`src/rtl/pfc_rx_filter.sv`:
```
module pfc_rx_filter #(
  parameter int NPRIO = 8
) (
  input  logic                 clk,
  input  logic                 rst_n,
  input  logic                 in_valid,
  input  logic                 in_sop,
  input  logic                 in_eop,
  input  logic                 in_err,
  input  logic [7:0]           in_data,
  input  logic                 cfg_ignore_std,
  input  logic [NPRIO-1:0]     cfg_pfc_ignore,
  input  logic                 cfg_fwd_pfc,
  output logic                 out_valid,
  output logic                 out_sop,
  output logic                 out_eop,
  output logic                 out_err,
  output logic [7:0]           out_data,
  output logic                 std_pause_valid,
  output logic [15:0]          std_pause_quanta,
  output logic [NPRIO-1:0]     pause_valid,
  output logic [NPRIO*16-1:0]  pause_quanta
);
  localparam int DLY      = 16;
  localparam int CW       = 6;
  localparam int HDR_LAST = 15;
  localparam int PFC_LAST = 18 + 2*8 - 1;
  localparam int STD_LAST = 17;

  logic [CW-1:0]    cnt, idx;
  logic [7:0]       b12, b13, b14, qhi, std_hi;
  logic [NPRIO-1:0] cev;
  logic [15:0]      std_q;
  logic [15:0]      qcap [NPRIO];
  logic             is_pfc, is_std, drop_cls, frame_drop;
  logic [11:0]      pipe [DLY];

  assign idx = in_sop ? '0 : cnt;

  wire [31:0] hdr     = {b12, b13, b14, in_data};
  wire        pfc_hit = hdr == 32'h8808_0101;
  wire        std_hit = hdr == 32'h8808_0001;
  wire        fin     = in_valid && in_eop && !in_err;

  always_ff @(posedge clk) begin
    if (!rst_n) begin
      cnt      <= '0;
      is_pfc   <= 1'b0;
      is_std   <= 1'b0;
      drop_cls <= 1'b0;
    end else if (in_valid) begin
      cnt <= (idx == '1) ? idx : idx + 1'b1;
      if (idx == '0) begin
        is_pfc <= 1'b0;
        is_std <= 1'b0;
      end
      if (in_eop && idx < CW'(HDR_LAST)) drop_cls <= 1'b0;
      case (idx)
        CW'(12): b12 <= in_data;
        CW'(13): b13 <= in_data;
        CW'(14): b14 <= in_data;
        CW'(HDR_LAST): begin
          is_pfc   <= pfc_hit;
          is_std   <= std_hit;
          drop_cls <= pfc_hit && !cfg_fwd_pfc;
        end
        CW'(16): std_hi <= in_data;
        CW'(17): begin
          cev   <= in_data[NPRIO-1:0];
          std_q <= {std_hi, in_data};
        end
        default: ;
      endcase
      if (idx >= CW'(18) && idx <= CW'(PFC_LAST) && !idx[0]) qhi <= in_data;
      for (int i = 0; i < NPRIO; i++)
        if (idx == CW'(19 + 2*i)) qcap[i] <= {qhi, in_data};
    end
  end

  always_ff @(posedge clk) begin
    if (!rst_n) begin
      pause_valid     <= '0;
      std_pause_valid <= 1'b0;
    end else begin
      pause_valid     <= (fin && is_pfc && idx >= CW'(PFC_LAST)) ? (cev & ~cfg_pfc_ignore) : '0;
      std_pause_valid <= fin && is_std && idx >= CW'(STD_LAST) && !cfg_ignore_std;
    end
  end

  assign std_pause_quanta = std_q;
  for (genvar g = 0; g < NPRIO; g++) begin : g_q
    assign pause_quanta[g*16 +: 16] = qcap[g];
  end

  always_ff @(posedge clk) begin
    if (!rst_n) begin
      for (int i = 0; i < DLY; i++) pipe[i] <= '0;
    end else begin
      pipe[0] <= {in_valid, in_valid && in_sop, in_valid && in_eop, in_valid && in_err, in_data};
      for (int i = 1; i < DLY; i++) pipe[i] <= pipe[i-1];
    end
  end

  wire [11:0] st   = pipe[DLY-1];
  wire        gate = (st[11] && st[10]) ? drop_cls : frame_drop;

  always_ff @(posedge clk) begin
    if (!rst_n)                 frame_drop <= 1'b0;
    else if (st[11] && st[10])  frame_drop <= drop_cls;
  end

  assign out_valid = st[11] && !gate;
  assign out_sop   = out_valid && st[10];
  assign out_eop   = out_valid && st[9];
  assign out_err   = out_valid && st[8];
  assign out_data  = st[7:0];
endmodule

```
`config.mk`:
```
export PLATFORM = sky130hd
export DESIGN_NAME = pfc_rx_filter
export DESIGN_NICKNAME = d
export VERILOG_FILES = /design/src/rtl/pfc_rx_filter.sv
export SDC_FILE = /design/constraint.sdc
export NUM_CORES = 1
export LEC_CHECK = 0
export ABC_AREA = 1
export CAP_MARGIN = 10
export CORE_UTILIZATION = 25
export CTS_BUF_LIST = sky130_fd_sc_hd__clkbuf_2
export CTS_CLUSTER_DIAMETER = 150
export DETAILED_ROUTE_END_ITERATION = 12
export GPL_TIMING_DRIVEN = 0
export PLACE_DENSITY_LB_ADDON = 0.05
export REMOVE_ABC_BUFFERS = 1
export SLEW_MARGIN = 20
export SYNTH_ARGS = -nofsm -noshare
export SYNTH_HDL_FRONTEND = slang
export SYNTH_SLANG_ARGS = --single-unit
export TNS_END_PERCENT = 20
```
`constraint.sdc`:
```
create_clock -name clk -period 3.9 [get_ports clk]
set_input_delay 1.17 -clock clk [delete_from_list [all_inputs] [get_ports clk]]
set_output_delay 1.17 -clock clk [all_outputs]
set_load 0.02 [all_outputs]
```
==> Word-level counts from Yosys, hierarchy flattened <==
Memories as Yosys holds them, arrays and structs flattened.
Index checks and enable logic that the tools add are counted.
{ "totals": {"register_bits": 83, "output_inout_bits": 165, "memories": 2, "ramBits": 320} }
{ "mem_list": {"columns": ["name", "depth", "word_bits", "read_ports", "rd_clocked_by_memory_dff", "wr", "line_no", "rtl"], "rows": [
  ["pipe", 16, 12, 16, 0, 16, "36", "logic [11:0] pipe [DLY];"],
  ["qcap", 8, 16, 8, 0, 1, "34", "logic [15:0] qcap [NPRIO];"]
]} }
{ "op_classes": {"n_lt_le_gt_ge": 5, "bitwise_logic": 18, "eq_ne": 17, "reduce_logical": 42, "muxes": 79, "n_addsub": 1} }
{ "ops": {"columns": ["operator", "n"], "rows": [
  ["$mux W12", 16],
  ["$mux W16", 7],
  ["$reduce_or A16 Y1", 7],
  ["$eq A32 B32 Y1 const B", 2],
  ["$eq A6 B5 Y1 const B", 9],
  ["$mux W1", 47],
  ["$eq A6 B4 Y1 const B", 4],
  ["$mux W3", 7],
  ["$logic_and A1 B1 Y1", 18],
  ["$reduce_and A3 Y1", 6],
  ["$or A1 B1 Y1", 16],
  ["$eq A6 B6 Y1 const B", 2],
  ["$ge A6 B5 Y1 const B", 2],
  ["$mux W6", 2],
  ["$and A8 B8 Y8", 1],
  ["$not A8 Y8", 1],
  ["$add A6 B1 Y6 const B", 1],
  ["$ge A6 B6 Y1 const B", 1],
  ["$le A6 B6 Y1 const B", 1],
  ["$logic_not A6 Y1", 1],
  ["$lt A6 B4 Y1 const B", 1],
  ["$reduce_and A2 Y1", 3],
  ["$logic_not A1 Y1", 5],
  ["$reduce_bool A2 Y1", 2]
]} }

==> Longest topological paths before layout <==
{ "depth": {"word_depth": 14, "ltp_mapped": 12} }

==> Worst setup path before layout <==
OpenSTA, ideal clock, no wires.
{ "synth_path": {"path_type": "input port to flip-flop", "from": "input port in_sop", "to": "memory qcap[1][0], in the netlist qcap[0][16] (enable)", "required_ps": 3470, "slack_ps": 170, "path_stages": 6, "arrival_ps": 3300, "path_buffers": 1, "path_cell_list": "inv_2 buf_12 nand2_4 nor2_1 inv_1 nor4_1"} }
{ "synth_between": {"elab_chain_len": 14, "elab_cells_between_ends": 62, "cone_classes": "8 x eq/ne; 47 x mux; 7 x reduce/logical"} }
{ "synth_lines": {"columns": ["element", "line_no", "rtl"], "rows": [
  ["from (decl)", "7", "input logic in_sop,"],
  ["$mux W6 *", "38", "assign idx = in_sop ? '0 : cnt;"],
  ["$eq A6 B5 Y1", "76", "if (idx == CW'(19 + 2*i)) qcap[i] <= {qhi, in_data};"],
  ["$mux W1", "76", null],
  ["$mux W1", "51", "end else if (in_valid) begin"],
  ["$mux W1", "46", "if (!rst_n) begin"],
  ["$mux W1 (not written as such)", "76", null],
  ["$reduce_or A16 Y1 (no source line)", null, null],
  ["$mux W3 (no source line) or $mux W1 (tied branches) (7 in series)", null, null],
  ["to (decl)", "34", null]
]} }
Every way passes the cells marked *; elsewhere a longest branch is shown, timed or not.

==> Final worst setup path <==
{ "layout_path": {"from": "input port in_valid", "to": "memory qcap[1][6], in the netlist qcap[0][22] (enable)"} }
{ "layout_between": {"elab_chain_len": 11, "elab_cells_between_ends": 45, "cone_classes": "38 x mux; 7 x reduce/logical"} }
{ "layout_lines": {"columns": ["element", "line_no", "rtl"], "rows": [
  ["from (decl)", "6", "input logic in_valid,"],
  ["$mux W1", "51", null],
  ["$mux W1", "46", null],
  ["$mux W1 (not written as such)", "76", null],
  ["$reduce_or A16 Y1 (no source line)", null, null],
  ["$mux W3 (no source line) or $mux W1 (tied branches) (7 in series)", null, null]
]} }
Several ways; a longest one is shown, not always the timed one.

==> results.sh <==
export IMPL_cts_root_buffer="clkbuf_2"
export IMPL_drtIter0Drc=314
export IMPL_postLayoutCellArea_mm2=0.01606
export IMPL_synth_area_top_cells="edfxtp_1 45%, dfxtp_1 34%, nand2_1 6.8%"
export IMPL_h_tree_depth=3
export IMPL_crit_fanout=13
export IMPL_final_nets=1284
export IMPL_rrSetupSlack_ns=1.41
export IMPL_clock_skew_ns=0.05799
export IMPL_dieWidth_um=223.8
export IMPL_fin_setup_tns_ns=0
export IMPL_synth_commonest_cells="223 x nand2_1, 220 x inv_1, 211 x dfxtp_1, 184 x edfxtp_1, 41 x nor2_1"
export IMPL_route_detailed_wl_per_inst_um=13.96
export IMPL_p_total_mw=7.571
export IMPL_r2r_start="cnt[4]"
export IMPL_crit_path_end_kind="flip-flop"
export IMPL_antenna_found_initial=2
export IMPL_die_h_um=223.8
export IMPL_min_delay_start="std_hi[5]"
export IMPL_antenna_left=0
export IMPL_post_cts_buffers=0
export IMPL_path_class="input port to flip-flop"
export IMPL_grt_first_pass_wirelength_mm=42.74
export IMPL_synth_warning_count=0
export IMPL_place_hpwl_mm=16.54
export IMPL_fin_crit_sh_pct=85.24
export IMPL_grt_max_degree=127
export IMPL_cp_slowest_stage_delay_ns=0.86
export IMPL_r2r_end="qcap[0][22]"
export IMPL_fp_dieArea_mm2=0.05009
export IMPL_drv_slew=0
export IMPL_clkTransAtPathRegs_ns=0.10
export IMPL_nFillCells=4919
export IMPL_io_pins=189
export IMPL_drt_pre_antenna_iters=4
export IMPL_syn_area_mm2=0.01230
export IMPL_gr_total_overflow=0
export IMPL_startpoint_type="input port"
export IMPL_min_period_ns=3.324
export IMPL_worstRegToRegCells=8
export IMPL_wl_mm=27.97
export IMPL_clk_insertion_delay_late_ns=1.05
export IMPL_synth_cell_types=31
export IMPL_p_leak_nw=7.422
export IMPL_track_usage_pct=11.52
export IMPL_num_vias=7310
export IMPL_syn_avg_cell_area_um2=12.53
export IMPL_drv_cap=0
export IMPL_finalHoldViolCount=0
export IMPL_fmax_mhz=300.8
export IMPL_synth_async_reset_ratio_pct=0
export IMPL_tritoncts="yes"
export IMPL_arrival_ns=4.06
export IMPL_irDropWorstVdd_mv=0.1945
export IMPL_cp_required_ns=4.64
export IMPL_clockBufferDepth=3
export IMPL_port_buffers=188
export IMPL_holdPathStages=0
export IMPL_initial_utilization_pct=25.55
export IMPL_fin_cells=2003
export IMPL_synth_enable_flop_cells=184
export IMPL_rsz0062_at_grt="false"
export IMPL_via_per_inst=3.650
export IMPL_seq_area_frac_synth_pct=79.26
export IMPL_rows=80
export IMPL_dp_cells=1808
export IMPL_drive_gt1_share_pct=16.98
export IMPL_hold_end="std_pause_quanta[13]"
export IMPL_cp_slowest_cell="clkdlybuf4s50_1"
export IMPL_p_per_area_mw_per_mm2=471.3
export IMPL_core_area_mm2=0.04815
export IMPL_routabilityCongestion=0.7218
export IMPL_synth_flop_cell="dfxtp_1"
export IMPL_syn2layout_area_growth_pct=30.59
export IMPL_post_route_drc_count=0
export IMPL_status="finished clean"
export IMPL_numCtsBuffers=106
export IMPL_tightestPinTransition_ns=1.008
export IMPL_placed_area_mm2=0.01502
export IMPL_synth_top_cell_area_share_pct=44.92
export IMPL_cts_sinks=395
export IMPL_setup_viol=0
export IMPL_slew_headroom_pct=32.58
export IMPL_grt_pass1_vias=7325
export IMPL_worstPathCellList="clkdlybuf4s50_1 -> nand2_2 -> inv_1 -> nand2_1 -> nor4_2 -> buf_4 -> buf_2 -> buf_4 -> buf_2"
export IMPL_synth_seq_cells=395
export IMPL_min_path_type="flip-flop to flip-flop"
export IMPL_synthCells=982
export IMPL_final_util_pct=33.36
export IMPL_synth_top_cell_by_area="edfxtp_1"
export IMPL_yosysMostFrequentCell="nand2_1"
[critical path, delay by kind of cell]
| kind | cells | cell delay (ns) |
|---|---|---|
| and+or+nand+nor | 3 | 0.95 |
| buffers and inverters | 6 | 1.91 |
[where the power goes]
| part | switching (mW) | internal (mW) |
|---|---|---|
| combinational | 0.110 | 0.0457 |
| clock | 1.71 | 1.36 |
| sequential | 0.0119 | 4.34 |
[cells by family after synthesis]
group	Yosys count	synth area share [%]
DFF	395	79.26
AOI/OAI and AO/OA	19	0.9154
buffers and inverters	257	8.341
and+or+nand+nor	311	11.48
[state kept, by name (all words and copies together) (netlist names)]
name	count
std_pause_quanta	9
is_pfc	1
drop_cls	1
pipe	192
std_pause_valid	1
frame_drop	1
std_hi	8
b12	8
qcap	128
pause_valid	8
cev	7
is_std	1
cnt	6
qhi	8
b13	8
b14	8
[cells in the final DEF (no fill, tap or decap), types with 2 or more instances in the layout]
cell type / count
nand3_1: 7
edfxtp_1: 184
nand2_4: 6
nor3b_2: 8
inv_2: 7
inv_1: 220
nor2_1: 36
dfxtp_1: 211
and2_1: 2
nand2_1: 223
buf_4: 7
nand2_2: 4
o211ai_1: 2
nor2_2: 2
nand3b_1: 2
clkinv_2: 2
nor4_2: 2
nand4_1: 4
nand3_2: 2
nor2_4: 6
nand3_4: 2
bufinv_16: 4
clkinv_1: 22
clkbuf_2: 160
diode_2: 4
buf_2: 5
dlymetal6s2s_1: 3
nor3_2: 4
clkdlybuf4s50_1: 184
o21ai_0: 5
a21oi_1: 8
[layout make-up]
type                            count  area [um^2]  area share, %
Inverter                          225        844.6          5.258
Clock inverter                     31        229.0          1.425
Antenna cell                        4        10.01        0.06232
Tap cell                          656        820.8          5.110
Timing Repair Buffer              202         2019          12.57
Clock buffer                      160        800.8          4.985
Sequential cell                   395         9749          60.69
Multi-Input combinational cell    330         1589          9.892
[metrics by stage]
stage	hold WS [ns]	setup slack (ns)
6_report	0.3786	0.5756
5_1_grt	0.3231	0.2969
4_1_cts	0.3549	0.1158
3_5_place_dp	0.3947	-0.5159
3_3_place_gp	0.3913	-9.101
2_1_floorplan	0.3900	0.08514
[repair_timing]
item / 4_1_cts / 5_1_grt
hold buffers: 0 / 0
resized for setup: 0 / 3
endpoints found under the setup margin: 0 / 3
[worst max-delay path by stage]
| stage | end | startpoint | slack [ns] | depth (start not counted) |
|---|---|---|---|---|
| after global routing | out_sop | pipe[1][95] | 0.30 | 3 |
| final | qcap[0][22] | in_valid | 0.58 | 9 |
| after floorplan | qcap[0][16] | in_sop | 0.09 | 5 |
| after CTS | out_err | pipe[1][95] | 0.12 | 7 |
| after global placement | qcap[0][18] | rst_n | -9.10 | 5 |
| after detailed placement | qcap[0][22] | in_valid | -0.52 | 9 |
[layer usage]
layer	track usage [%]	share of wire [%]	wire, um	up-vias
li1	-	-	-	3614
met1	13.59	44	12250	3412
met2	17.27	44	12290	212
met3	5.902	9.4	2636	72
met4	5.435	2.8	794	0
met5	0	0	0	-
Note: power is estimated with default switching activity, not from simulation.
